[src/rtl/dma1d_pkg.sv]
package dma1d_pkg;

   typedef enum logic [1:0] {
      ST_IDLE = 2'd0,
      ST_RD   = 2'd1,
      ST_WR   = 2'd2
   } eng_state_e;

   localparam logic [2:0] XT_OFF  = 3'd0;
   localparam logic [2:0] XT_COPY = 3'd1;
   localparam logic [2:0] XT_WRAP = 3'd2;
   localparam logic [2:0] XT_FILL = 3'd3;

   localparam logic [2:0] DT_NONE  = 3'd0;
   localparam logic [2:0] DT_CMD   = 3'd1;
   localparam logic [2:0] DT_CYCLE = 3'd3;

   localparam int CNT_W  = 32;
   localparam int HALF_W = 16;

endpackage

[src/rtl/dma1d_walker.sv]
module dma1d_walker #(
   parameter int AW = 16,
   parameter int CW = 32
) (
   input  logic          clk,
   input  logic          rst_n,
   input  logic          load,
   input  logic          step,
   input  logic [AW-1:0] load_addr,
   input  logic [CW-1:0] load_cnt,
   input  logic [15:0]   load_inc,
   input  logic [2:0]    load_tsz,
   output logic [AW-1:0] addr,
   output logic [CW-1:0] cnt
);

   logic [AW-1:0] stride_q;
   logic [AW-1:0] stride_d;

   assign stride_d = AW'(load_inc) << load_tsz;

   always_ff @(posedge clk or negedge rst_n) begin
      if (!rst_n) begin
         addr     <= '0;
         cnt      <= '0;
         stride_q <= '0;
      end else if (load) begin
         addr     <= load_addr;
         cnt      <= load_cnt;
         stride_q <= stride_d;
      end else if (step) begin
         addr <= addr + stride_q;
         cnt  <= cnt - CW'(1);
      end
   end

   // a walker is never stepped once its count is exhausted
   a_r5_no_underflow: assert property (@(posedge clk) disable iff (!rst_n)
      step |-> cnt != '0);

endmodule

[src/rtl/dma1d_lanes.sv]
module dma1d_lanes #(
   parameter int DW = 32
) (
   input  logic [2:0]              tsz,
   input  logic [$clog2(DW/8)-1:0] rd_lane,
   input  logic [$clog2(DW/8)-1:0] wr_lane,
   input  logic [DW-1:0]           rdata,
   input  logic [DW-1:0]           elem,
   input  logic [7:0]              fill,
   input  logic                    use_fill,
   output logic [DW-1:0]           elem_d,
   output logic [DW-1:0]           wdata,
   output logic [DW/8-1:0]         be
);

   localparam int LANES = DW / 8;
   localparam int LW    = $clog2(LANES);

   logic [DW-1:0]    placed;
   logic [LANES-1:0] mask;

   assign elem_d = rdata >> {rd_lane, 3'b000};
   assign placed = elem << {wr_lane, 3'b000};
   assign mask   = LANES'((64'd1 << (1 << tsz)) - 64'd1);
   assign be     = mask << wr_lane;

   for (genvar g = 0; g < LANES; g++) begin : g_lane
      assign wdata[g*8 +: 8] = use_fill ? fill : placed[g*8 +: 8];
   end

   initial begin
      a_lane_cfg: assert (LW >= 1 && (1 << LW) == LANES)
         else $fatal(1, "lane count must be a power of two of at least 2");
   end

endmodule

[src/rtl/dma1d_engine.sv]
module dma1d_engine
   import dma1d_pkg::*;
#(
   parameter int AW = 16,
   parameter int DW = 32
) (
   input  logic            clk,
   input  logic            rst_n,
   input  logic            start,
   input  logic [31:0]     cfg_ctrl,
   input  logic [AW-1:0]   cfg_src_addr,
   input  logic [AW-1:0]   cfg_dst_addr,
   input  logic [31:0]     cfg_size,
   input  logic [31:0]     cfg_size_hi,
   input  logic [31:0]     cfg_inc,
   input  logic [7:0]      cfg_fill,
   output logic            busy,
   output logic            done,
   output logic            error,
   output logic [31:0]     rem_dst,
   output logic            mem_req,
   output logic            mem_we,
   output logic [AW-1:0]   mem_addr,
   output logic [DW/8-1:0] mem_be,
   output logic [DW-1:0]   mem_wdata,
   input  logic            mem_rvalid,
   input  logic [DW-1:0]   mem_rdata,
   input  logic            mem_rerr
);

   localparam int LANES = DW / 8;
   localparam int LW    = $clog2(LANES);

   initial begin
      a_cfg_widths: assert (DW % 8 == 0 && AW > LW && LANES <= 8)
         else $fatal(1, "unsupported data or address width");
   end

   eng_state_e  state_q;
   logic [2:0]  tsz_q;
   logic        fill_mode_q;
   logic        done_en_q;
   logic [7:0]  fill_q;
   logic        use_fill_q;
   logic        done_q;
   logic        error_q;
   logic [DW-1:0] elem_q;
   logic [DW-1:0] elem_d;

   logic [2:0]  c_tsz;
   logic [2:0]  c_xt;
   logic [2:0]  c_dt;
   logic        type_ok;
   logic        start_ok;
   logic [CNT_W-1:0] s_init;
   logic [CNT_W-1:0] d_init;
   logic        src_step;
   logic        dst_step;
   logic [AW-1:0]    src_addr;
   logic [AW-1:0]    dst_addr;
   logic [CNT_W-1:0] src_cnt;
   logic [CNT_W-1:0] dst_cnt;

   assign c_tsz    = cfg_ctrl[2:0];
   assign c_xt     = cfg_ctrl[11:9];
   assign c_dt     = cfg_ctrl[23:21];
   assign type_ok  = (c_xt == XT_COPY || c_xt == XT_FILL) && (c_tsz <= 3'(LW));
   assign start_ok = start && (state_q == ST_IDLE) && type_ok;
   assign s_init   = {cfg_size_hi[HALF_W-1:0], cfg_size[HALF_W-1:0]};
   assign d_init   = {cfg_size_hi[31:HALF_W], cfg_size[31:HALF_W]};
   assign src_step = (state_q == ST_RD) && mem_rvalid && !mem_rerr;
   assign dst_step = (state_q == ST_WR) && mem_rvalid && !mem_rerr;

   dma1d_walker #(.AW(AW), .CW(CNT_W)) i_src_walk (
      .clk       (clk),
      .rst_n     (rst_n),
      .load      (start_ok),
      .step      (src_step),
      .load_addr (cfg_src_addr),
      .load_cnt  (s_init),
      .load_inc  (cfg_inc[15:0]),
      .load_tsz  (c_tsz),
      .addr      (src_addr),
      .cnt       (src_cnt)
   );

   dma1d_walker #(.AW(AW), .CW(CNT_W)) i_dst_walk (
      .clk       (clk),
      .rst_n     (rst_n),
      .load      (start_ok),
      .step      (dst_step),
      .load_addr (cfg_dst_addr),
      .load_cnt  (d_init),
      .load_inc  (cfg_inc[31:16]),
      .load_tsz  (c_tsz),
      .addr      (dst_addr),
      .cnt       (dst_cnt)
   );

   dma1d_lanes #(.DW(DW)) i_lanes (
      .tsz      (tsz_q),
      .rd_lane  (src_addr[LW-1:0]),
      .wr_lane  (dst_addr[LW-1:0]),
      .rdata    (mem_rdata),
      .elem     (elem_q),
      .fill     (fill_q),
      .use_fill (use_fill_q),
      .elem_d   (elem_d),
      .wdata    (mem_wdata),
      .be       (mem_be)
   );

   always_ff @(posedge clk or negedge rst_n) begin
      if (!rst_n) begin
         state_q     <= ST_IDLE;
         tsz_q       <= '0;
         fill_mode_q <= 1'b0;
         done_en_q   <= 1'b0;
         fill_q      <= '0;
         use_fill_q  <= 1'b0;
         elem_q      <= '0;
         done_q      <= 1'b0;
         error_q     <= 1'b0;
      end else begin
         done_q  <= 1'b0;
         error_q <= 1'b0;
         case (state_q)
            ST_IDLE: begin
               if (start_ok) begin
                  tsz_q       <= c_tsz;
                  fill_mode_q <= (c_xt == XT_FILL);
                  done_en_q   <= (c_dt == DT_CMD) || (c_dt == DT_CYCLE);
                  fill_q      <= cfg_fill;
                  if (d_init == '0) begin
                     done_q <= (c_dt == DT_CMD) || (c_dt == DT_CYCLE);
                  end else if (c_xt == XT_COPY && s_init != '0) begin
                     state_q <= ST_RD;
                  end else begin
                     state_q    <= ST_WR;
                     use_fill_q <= 1'b1;
                  end
               end
            end
            ST_RD: begin
               if (mem_rvalid) begin
                  if (mem_rerr) begin
                     error_q <= 1'b1;
                     state_q <= ST_IDLE;
                  end else begin
                     elem_q     <= elem_d;
                     use_fill_q <= 1'b0;
                     state_q    <= ST_WR;
                  end
               end
            end
            ST_WR: begin
               if (mem_rvalid) begin
                  if (mem_rerr) begin
                     error_q <= 1'b1;
                     state_q <= ST_IDLE;
                  end else if (dst_cnt == CNT_W'(1)) begin
                     done_q  <= done_en_q;
                     state_q <= ST_IDLE;
                  end else if (!fill_mode_q && src_cnt != '0) begin
                     state_q <= ST_RD;
                  end else begin
                     use_fill_q <= 1'b1;
                     state_q    <= ST_WR;
                  end
               end
            end
            default: state_q <= ST_IDLE;
         endcase
      end
   end

   assign busy     = (state_q != ST_IDLE);
   assign done     = done_q;
   assign error    = error_q;
   assign rem_dst  = dst_cnt;
   assign mem_req  = (state_q != ST_IDLE);
   assign mem_we   = (state_q == ST_WR);
   assign mem_addr = (state_q == ST_RD) ? src_addr : dst_addr;

   // pending request held until its response
   a_r11_req_hold: assert property (@(posedge clk) disable iff (!rst_n)
      mem_req && !mem_rvalid |=> mem_req && $stable(mem_addr) && $stable(mem_we)
                                 && $stable(mem_wdata));

   // fill transfers never read
   a_r4_fill_no_read: assert property (@(posedge clk) disable iff (!rst_n)
      mem_req && fill_mode_q |-> mem_we);

   // write lanes match the element size
   a_r2_be_width: assert property (@(posedge clk) disable iff (!rst_n)
      mem_req && mem_we |-> $countones(mem_be) == (1 << tsz_q));

   // a good write response consumes exactly one destination element
   a_r6_rem_step: assert property (@(posedge clk) disable iff (!rst_n)
      mem_req && mem_we && mem_rvalid && !mem_rerr |=> rem_dst == $past(rem_dst) - 32'd1);

   // error freezes the count and excludes done
   a_r9_err_freeze: assert property (@(posedge clk) disable iff (!rst_n)
      error |-> !done && !busy && rem_dst == $past(rem_dst));

   // zero count issues no access
   a_r7_zero_quiet: assert property (@(posedge clk) disable iff (!rst_n)
      start_ok && d_init == '0 |=> !mem_req);

   // rejected start leaves the engine idle
   a_r10_reject: assert property (@(posedge clk) disable iff (!rst_n)
      start && !busy && !type_ok |=> !busy);

endmodule

[config.mk]
export PLATFORM = sky130hd
export DESIGN_NAME = dma1d_engine
export DESIGN_NICKNAME = d
export VERILOG_FILES = /design/src/rtl/dma1d_pkg.sv /design/src/rtl/dma1d_walker.sv /design/src/rtl/dma1d_lanes.sv /design/src/rtl/dma1d_engine.sv
export SDC_FILE = /design/constraint.sdc
export NUM_CORES = 1
export LEC_CHECK = 0
export ABC_CLOCK_PERIOD_IN_PS = 3200
export BUFFER_PORTS_ARGS = -buffer_cell sky130_fd_sc_hd__buf_2
export CAP_MARGIN = 30
export CORE_AREA = 2 2 173 132
export DETAILED_ROUTE_END_ITERATION = 8
export DIE_AREA = 0 0 175 134
export GPL_TIMING_DRIVEN = 0
export HOLD_SLACK_MARGIN = 0.08
export PLACE_DENSITY = 0.8
export REMOVE_ABC_BUFFERS = 1
export SYNTH_ARGS = -nofsm -noshare
export SYNTH_HDL_FRONTEND = slang
export SYNTH_SLANG_ARGS = --single-unit
[constraint.sdc]
create_clock -name clk -period 3.2 [get_ports clk]
set_clock_uncertainty 0.15 [all_clocks]
set_input_delay 0.16 -clock clk [delete_from_list [all_inputs] [get_ports clk]]
set_output_delay 0.16 -clock clk [all_outputs]
set_load 0.01 [all_outputs]
==> impl_results.md, run 1 <==
- Status: completed
- Required time worst endpoint: 3.36 ns
- Least-Margin Pin Slew: 1.05 ns
- NetSw: 5.71 mW
- Most frequent cells in the layout: nand2_1, buf_2, dlygate4sd3_1
- Root buf cell: clkbuf_16
- Hold Path Stages: 5
- Antenna Violating Nets Remaining: 0
- Final HPWL DP: 24.8 mm
- RePlAce Congestion: 0.973
- Synth Area in Adders: 4.33%
- Area Growth Syn to Fin: 38.2%
- Num CTS Buffers: 17
- Cell Int Power: 7.48 mW
- Sw frac: 43.3%
- XOR/XNOR share of the synthesized area: 5.73%
- 1st-iter DRT viols: 1,203
- Via-to-Cell Ratio: 6.06
- Crit path kind: reg2reg
- Pre-CTS setup slack: -0.757 ns
- DR WL/cell: 19.3 um
- Pins Over Slew Limit: 0
- DRC errors left: 0
- Largest net degree at the start of global routing: 118
- Die Ht: 134 um
- HP Class: in2reg
- # rows: 47
- Worst-skew pair later-pin latency: 0.43 ns
- Final hold violation count: 0
- Multiplexer area fraction after synthesis: 10.7%
- Final Critical Period: 3.07 ns
- Sequential area share after synthesis: 38.4%
- Worst Setup Slack, final: 0.126 ns
- EDFF count, synth: 0
- Detailed-router iteration count before antenna repair: 7
- Layout cells sized above 1: 21.9%
- Capturing point of the worst reg2reg path: i_src_walk.addr[14]
- Nets@finish: 2,023
- RSZ-0062 raised after global routing: false
- Worst vdd ir: 0.000526 V
- Input/output buffers: 269
- Number of max-cap violations: 0
- Die Wd: 175 um
- Clock network fraction of total power: 16.1%
- Post-Route WL: 40.3 mm
- Crit path from: i_src_walk.addr[0]
- Fin crit share: 96.1%
- FMAX: 0.325 GHz
- Simple-gate portion of the synthesized area: 22.7%
- Final setup vio count: 0
- GRT Util Overall: 34.4%
- Post-synth top flop: dfrtp_1
- Core area: 21,800 sq um
- Pwr Density: 823 nW/um^2
- Main combinational cell family by area after synthesis: simple AND/OR/NAND/NOR gates
- Logic pwr share: 49.7%
- CTS tree: built
- Longest Clk Path Bufs: 2
- Gr ovfl total: 0
- Slew headroom: 30.0%
- R2r setup slk: 0.13 ns
- LEAKAGE: 7.27 nW
- Design area: 16,000 sq um
- Clk sinks: 178
- Compound-Gate Fraction of Synth Area: 14.5%
- Sequential fraction of design power: 34.2%
- Cell variety after synth: 68
- Syn Inst Count: 1,346
- Ports: 294
- Initial antenna violation count: 2
- CP endpoint: i_src_walk.addr[14]
- H-tree level count: 4
- CP Launch Type: flop
- Reg clk slew, reported paths: 0.07 ns
- Crit. End Element: flop
- Worst r2r src: i_src_walk.addr[0]
- Synth Cell Area: 11,600 sq um
- Util after Layout: 73.5%
- First-pass GRT wire length: 64.1 mm
- Vias: 12,600
- Vias in the first global route: 12,600
- Commonest non-fill, non-tap cell in the layout: nand2_1
- Starting density of the core: 53.2%
- Async SR Flop Fraction: 100%
- Placed Area: 13,400 sq um
- Worst r2r path cells: 10
- Die ar.: 23,500 sq um
- Crit-path max FO: 14
- Synth warn: 0
- Yosys reg bits: 178
- Syn Area/Cell: 8.63 sq um
- CP arrival: 3.24 ns
timing repair:
item | 4_1_cts | 5_1_grt
gates resized for setup | 4 | 13
setup buffers | 1 | 1
endpoints found under the hold margin | 287 | 0
gates cloned | 0 | 0
setup endpoints to repair | 18 | 25
pin swaps | 1 | 0
hold buffers | 201 | 0
cell families after synthesis:
family,Yosys count
buffers and inverters,101
adder cells (fa/ha/maj),39
multiplexers,96
XOR/XNOR,76
AO/OA/AOI/OAI,284
AND/OR/NAND/NOR,572
flip-flops,178
cells in the mapped netlist, types with 10 or more instances:
master	instances	area, sq um
a211oi_1	11	82.6
a21oi_1	78	390
a31oi_1	11	68.8
buf_1	11	41.3
clkbuf_1	57	214
dfrtp_1	178	4450
ha_1	37	463
inv_1	25	93.8
mux2_2	27	304
mux2i_1	49	490
mux4_2	20	450
nand2_1	297	1110
nand3_1	42	210
nand4_1	10	62.6
nor2_1	94	353
nor3_1	23	115
nor4_1	31	194
o21ai_0	106	531
o31ai_1	15	113
or3_1	13	81.3
xnor2_1	52	455
xor2_1	24	210
power by group through the flow:
stage	clock network [mW]	logic (mW)	registers, mW
2_1_floorplan	0	4.05	4.27
3_3_place_gp	0	5.63	4.47
3_5_place_dp	0	5.98	4.45
4_1_cts	2.14	6.27	4.42
5_1_grt	2.24	7.16	4.63
6_report	2.12	6.56	4.52
cell type report:
type,count,area [sq um]
multi-input combinational,1067,6800
fill,1481,5770
sequential,178,4460
timing repair buffer,489,3740
clock buffer,23,458
tap,294,368
clock inverter,6,108
inverter,26,104
antenna,1,2.50
registers in the layout (all words and copies together) (netlist names):
| name | count |
|---|---|
| done | 1 |
| i_dst_walk.stride_q | 16 |
| elem_q | 32 |
| fill_mode_q | 1 |
| state_q | 2 |
| use_fill_q | 1 |
| i_src_walk.addr | 16 |
| tsz_q | 3 |
| i_dst_walk.addr | 16 |
| i_src_walk.cnt | 32 |
| error | 1 |
| done_en_q | 1 |
| i_src_walk.stride_q | 16 |
| fill_q | 8 |
| i_dst_walk.cnt | 32 |
critical path, stage by stage, from the launching register on:
cell and delay [ns]:
dfrtp_2 0.56, ha_1 0.30, inv_1 0.08, fa_1 0.17, nor2b_1 0.07, o31a_1 0.31
o41ai_2 0.30, a21oi_1 0.15, or4_1 0.48, a311oi_1 0.31, nor2_1 0.07
worst min-delay path by stage:
stage                startpoint                endpoint
finish              cfg_inc[18]  i_dst_walk.stride_q[3]
global route        cfg_inc[24]  i_dst_walk.stride_q[9]
CTS                 cfg_inc[18]  i_dst_walk.stride_q[3]
detailed placement        rst_n     i_src_walk.addr[13]
global placement    cfg_fill[4]               fill_q[4]
floorplan                 rst_n                    done
per-stage QoR:
step	power (mW)	hold WS [ns]	cells	setup TNS, ns
after floorplan	8.32	-0.286	1271	-389.46
after global placement	10.1	0.213	1834	-1081.12
after detailed placement	10.4	0.172	1851	-4.60
after CTS	12.8	0.0826	2082	0
after global routing	14.0	0.0996	2083	0
final	13.2	0.111	2084	0
layer usage:
layer	global-route usage (%)	wire (um)	vias up
li1	-	-	5643
met1	43.5	15700	5932
met2	56.5	18900	877
met3	7.03	3910	175
met4	17.3	1750	2
met5	0	13	-
Power figures use the tool's default switching activity.
==> run 2, diff against run 1 <==
--- a/config.mk
+++ b/config.mk
@@ -7,14 +7,16 @@
 export LEC_CHECK = 0
 export ABC_CLOCK_PERIOD_IN_PS = 3200
 export BUFFER_PORTS_ARGS = -buffer_cell sky130_fd_sc_hd__buf_2
-export CAP_MARGIN = 30
+export CAP_MARGIN = 0
 export CORE_AREA = 2 2 173 132
+export CTS_BUF_LIST = sky130_fd_sc_hd__clkbuf_16
 export DETAILED_ROUTE_END_ITERATION = 8
 export DIE_AREA = 0 0 175 134
 export GPL_TIMING_DRIVEN = 0
 export HOLD_SLACK_MARGIN = 0.08
 export PLACE_DENSITY = 0.8
 export REMOVE_ABC_BUFFERS = 1
+export SLEW_MARGIN = 20
 export SYNTH_ARGS = -nofsm -noshare
 export SYNTH_HDL_FRONTEND = slang
 export SYNTH_SLANG_ARGS = --single-unit
==> impl_results.md, run 2 (synthesized netlist as in run 1, its figures left out) <==
- Die Wd: 175 um (unchanged)
- Crit-path leading delay family: flip-flops (was compound AO/OA/AOI/OAI gates)
- Fin cells: 2,094 (was 2,084)
- First-pass GRT wire length: 64.9 mm (was 64.1 mm)
- Final setup vio count: 0 (unchanged)
- Initial antenna violation count: 0 (was 2)
- Longest Clk Path Bufs: 2 (unchanged)
- # rows: 47 (unchanged)
- Slew headroom: 29.8% (was 30.0%)
- Final HPWL DP: 24.6 mm (was 24.8 mm)
- Crit-path slowest cell: dfrtp_4 (was dfrtp_2)
- Status: completed (unchanged)
- Placed Area: 13,300 sq um (was 13,400 sq um)
- Required time worst endpoint: 3.36 ns (about the same)
- Area Growth Syn to Fin: 39.4% (was 38.2%)
- Number of max-cap violations: 0 (unchanged)
- Root buf cell: clkbuf_16 (unchanged)
- Met2 usage: 57.5% (was 56.5%)
- 1st-iter DRT viols: 1,142 (was 1,203)
- RePlAce Congestion: 0.973 (unchanged)
- Design area: 16,200 sq um (was 16,000 sq um)
- LEAKAGE: 7.34 nW (was 7.27 nW)
- CP arrival: 3.27 ns (was 3.24 ns)
- Met1 GRT Util: 44.1% (was 43.5%)
- GR Util met3: 7.57% (was 7.03%)
- Nets@finish: 2,030 (was 2,023)
- Crit path kind: reg2reg (unchanged)
- DRC errors left: 0 (unchanged)
- Layout cells sized above 1: 22.5% (was 21.9%)
- Reg clk slew, reported paths: 0.07 ns (about the same)
- Filler Cells Inserted: 1,483 (was 1,481)
- Die Ht: 134 um (unchanged)
- Pins Over Slew Limit: 0 (unchanged)
- Largest net degree at the start of global routing: 65 (was 118)
- Worst path cell trace: clkinv_2 > fa_1 > nor2b_1 > o31a_1 > o41ai_2 > and2_1 > o21ai_0 > mux2i_1 > nand3_1 (was ha_1 > inv_1 > fa_1 > nor2b_1 > o31a_1 > o41ai_2 > a21oi_1 > or4_1 > a311oi_1 > nor2_1)
- Max incr delay on CP: 0.66 ns (was 0.56 ns)
- Via-to-Cell Ratio: 6.04 (was 6.06)
- Fin crit share: 97.3% (was 96.1%)
- TNS Setup: 0 ns (unchanged)
- Num CTS Buffers: 17 (unchanged)
- Worst Setup Slack, final: 0.0879 ns (was 0.126 ns)
- Starting density of the core: 53.2% (unchanged)
- Core area: 21,800 sq um (unchanged)
- Overall power: 13.5 mW (was 13.2 mW)
- Crit. End Element: flop (unchanged)
- Vias in the first global route: 12,600 (about the same)
- Pre-CTS setup slack: -0.800 ns (was -0.757 ns)
- Most frequent cells in the layout: nand2_1, buf_2, dlygate4sd3_1 (unchanged)
- FMAX: 0.321 GHz (was 0.325 GHz)
- Clk sinks: 178 (unchanged)
- Storage cell area: 4470 sq um (was 4460 sq um)
- Gr ovfl total: 0 (unchanged)
- Final Critical Period: 3.11 ns (was 3.07 ns)
- Worst vdd ir: 0.000631 V (was 0.000526 V)
- Crit-path max FO: 30 (was 14)
- Crit path from: i_src_walk.addr[1] (was i_src_walk.addr[0])
- Top Usage Layer GRT: met2 (unchanged)
- Antenna Violating Nets Remaining: 0 (unchanged)
- Least-Margin Pin Slew: 1.05 ns (about the same)
- CP Launch Type: flop (unchanged)
- Worst path bufs/invs: 1 (unchanged)
- Final hold violation count: 0 (unchanged)
- GRT Util Overall: 34.8% (was 34.4%)
- H-tree level count: 4 (unchanged)
- Multi-input logic area: 6820 sq um (was 6800 sq um)
- CTS tree: built (unchanged)
- Ports: 294 (unchanged)
- DR WL/cell: 19.6 um (was 19.3 um)
- Die ar.: 23,500 sq um (unchanged)
- Detailed-router iteration count before antenna repair: 6 (was 7)
- Worst-skew pair later-pin latency: 0.43 ns (about the same)
- HP Class: in2async (was in2reg)
- Commonest non-fill, non-tap cell in the layout: nand2_1 (unchanged)
- Worst r2r src: i_src_walk.addr[1] (was i_src_walk.addr[0])
- Placed cells: 1,847 (was 1,851)
- Vias: 12,600 (about the same)
- Input/output buffers: 269 (unchanged)
- Largest registers: elem_q: 32 flops, i_dst_walk.cnt: 32 flops, i_src_walk.cnt: 32 flops (unchanged)
- Pwr Density: 832 nW/um^2 (was 823 nW/um^2)
- Post-Route WL: 41.1 mm (was 40.3 mm)
==> run 2: cell count changes in the layout (fill, tap and decap cells not counted), sizes merged <==
cell / delta
clkinvlp: -1
bufinv: +1
clkinv: +3
clkbuf: -6
dlygate4sd3: +3
buf: +4
inv: +6
==> run 2: worst paths after layout <==
kind,slack [ns],end,depth (start not counted)
worst max-delay path,0.09,i_src_walk.addr[12],9
worst min-delay path,0.08,i_src_walk.stride_q[11],2
worst max register to register,0.09,i_src_walk.addr[12],9
worst min register to register,0.33,elem_q[26],2
max in group asynchronous,1.82,done_en_q,4
min in group clk,0.11,i_dst_walk.stride_q[2],5
==> run 2: layer usage <==
layer / part of all wire (%) / vias up
met3: 9.1 / 185
met2: 47 / 816
li1: - / 5667
met4: 4.5 / 0
met5: 0 / -
met1: 39 / 5981
==> run 2: final cells by class <==
class	count	share of cell area [%]
repair buffers	496	23.4
diodes	1	0.0155
well taps	294	2.27
clock buffers	17	2.63
inverters	26	0.634
flip-flops and latches	178	27.6
clock inverters	15	1.27
multi-input cells	1067	42.2
==> run 2: timing repair <==
item	CTS	global route
hold buffers	204	0
setup buffers	4	6
gates resized for setup	10	6
pin swaps	1	1
endpoints found under the hold margin	287	0
setup endpoints to repair	38	12
==> run 2: report_power, final <==
group          total, mW  leakage, nW  switching, mW  internal [mW]
combinational       6.69         4.79           3.70           2.99
sequential          4.49         2.24           1.20           3.29
clock               2.29        0.317          0.971           1.32
==> run 2: metrics by stage <==
stage / utilization, % / hold slack, ns
global route: 74.2 / 0.104
floorplan: - / -0.286
global placement: 59.6 / 0.213
finish: 74.2 / 0.0803
detailed placement: 61.1 / -0.0383
CTS: 73.8 / 0.0830
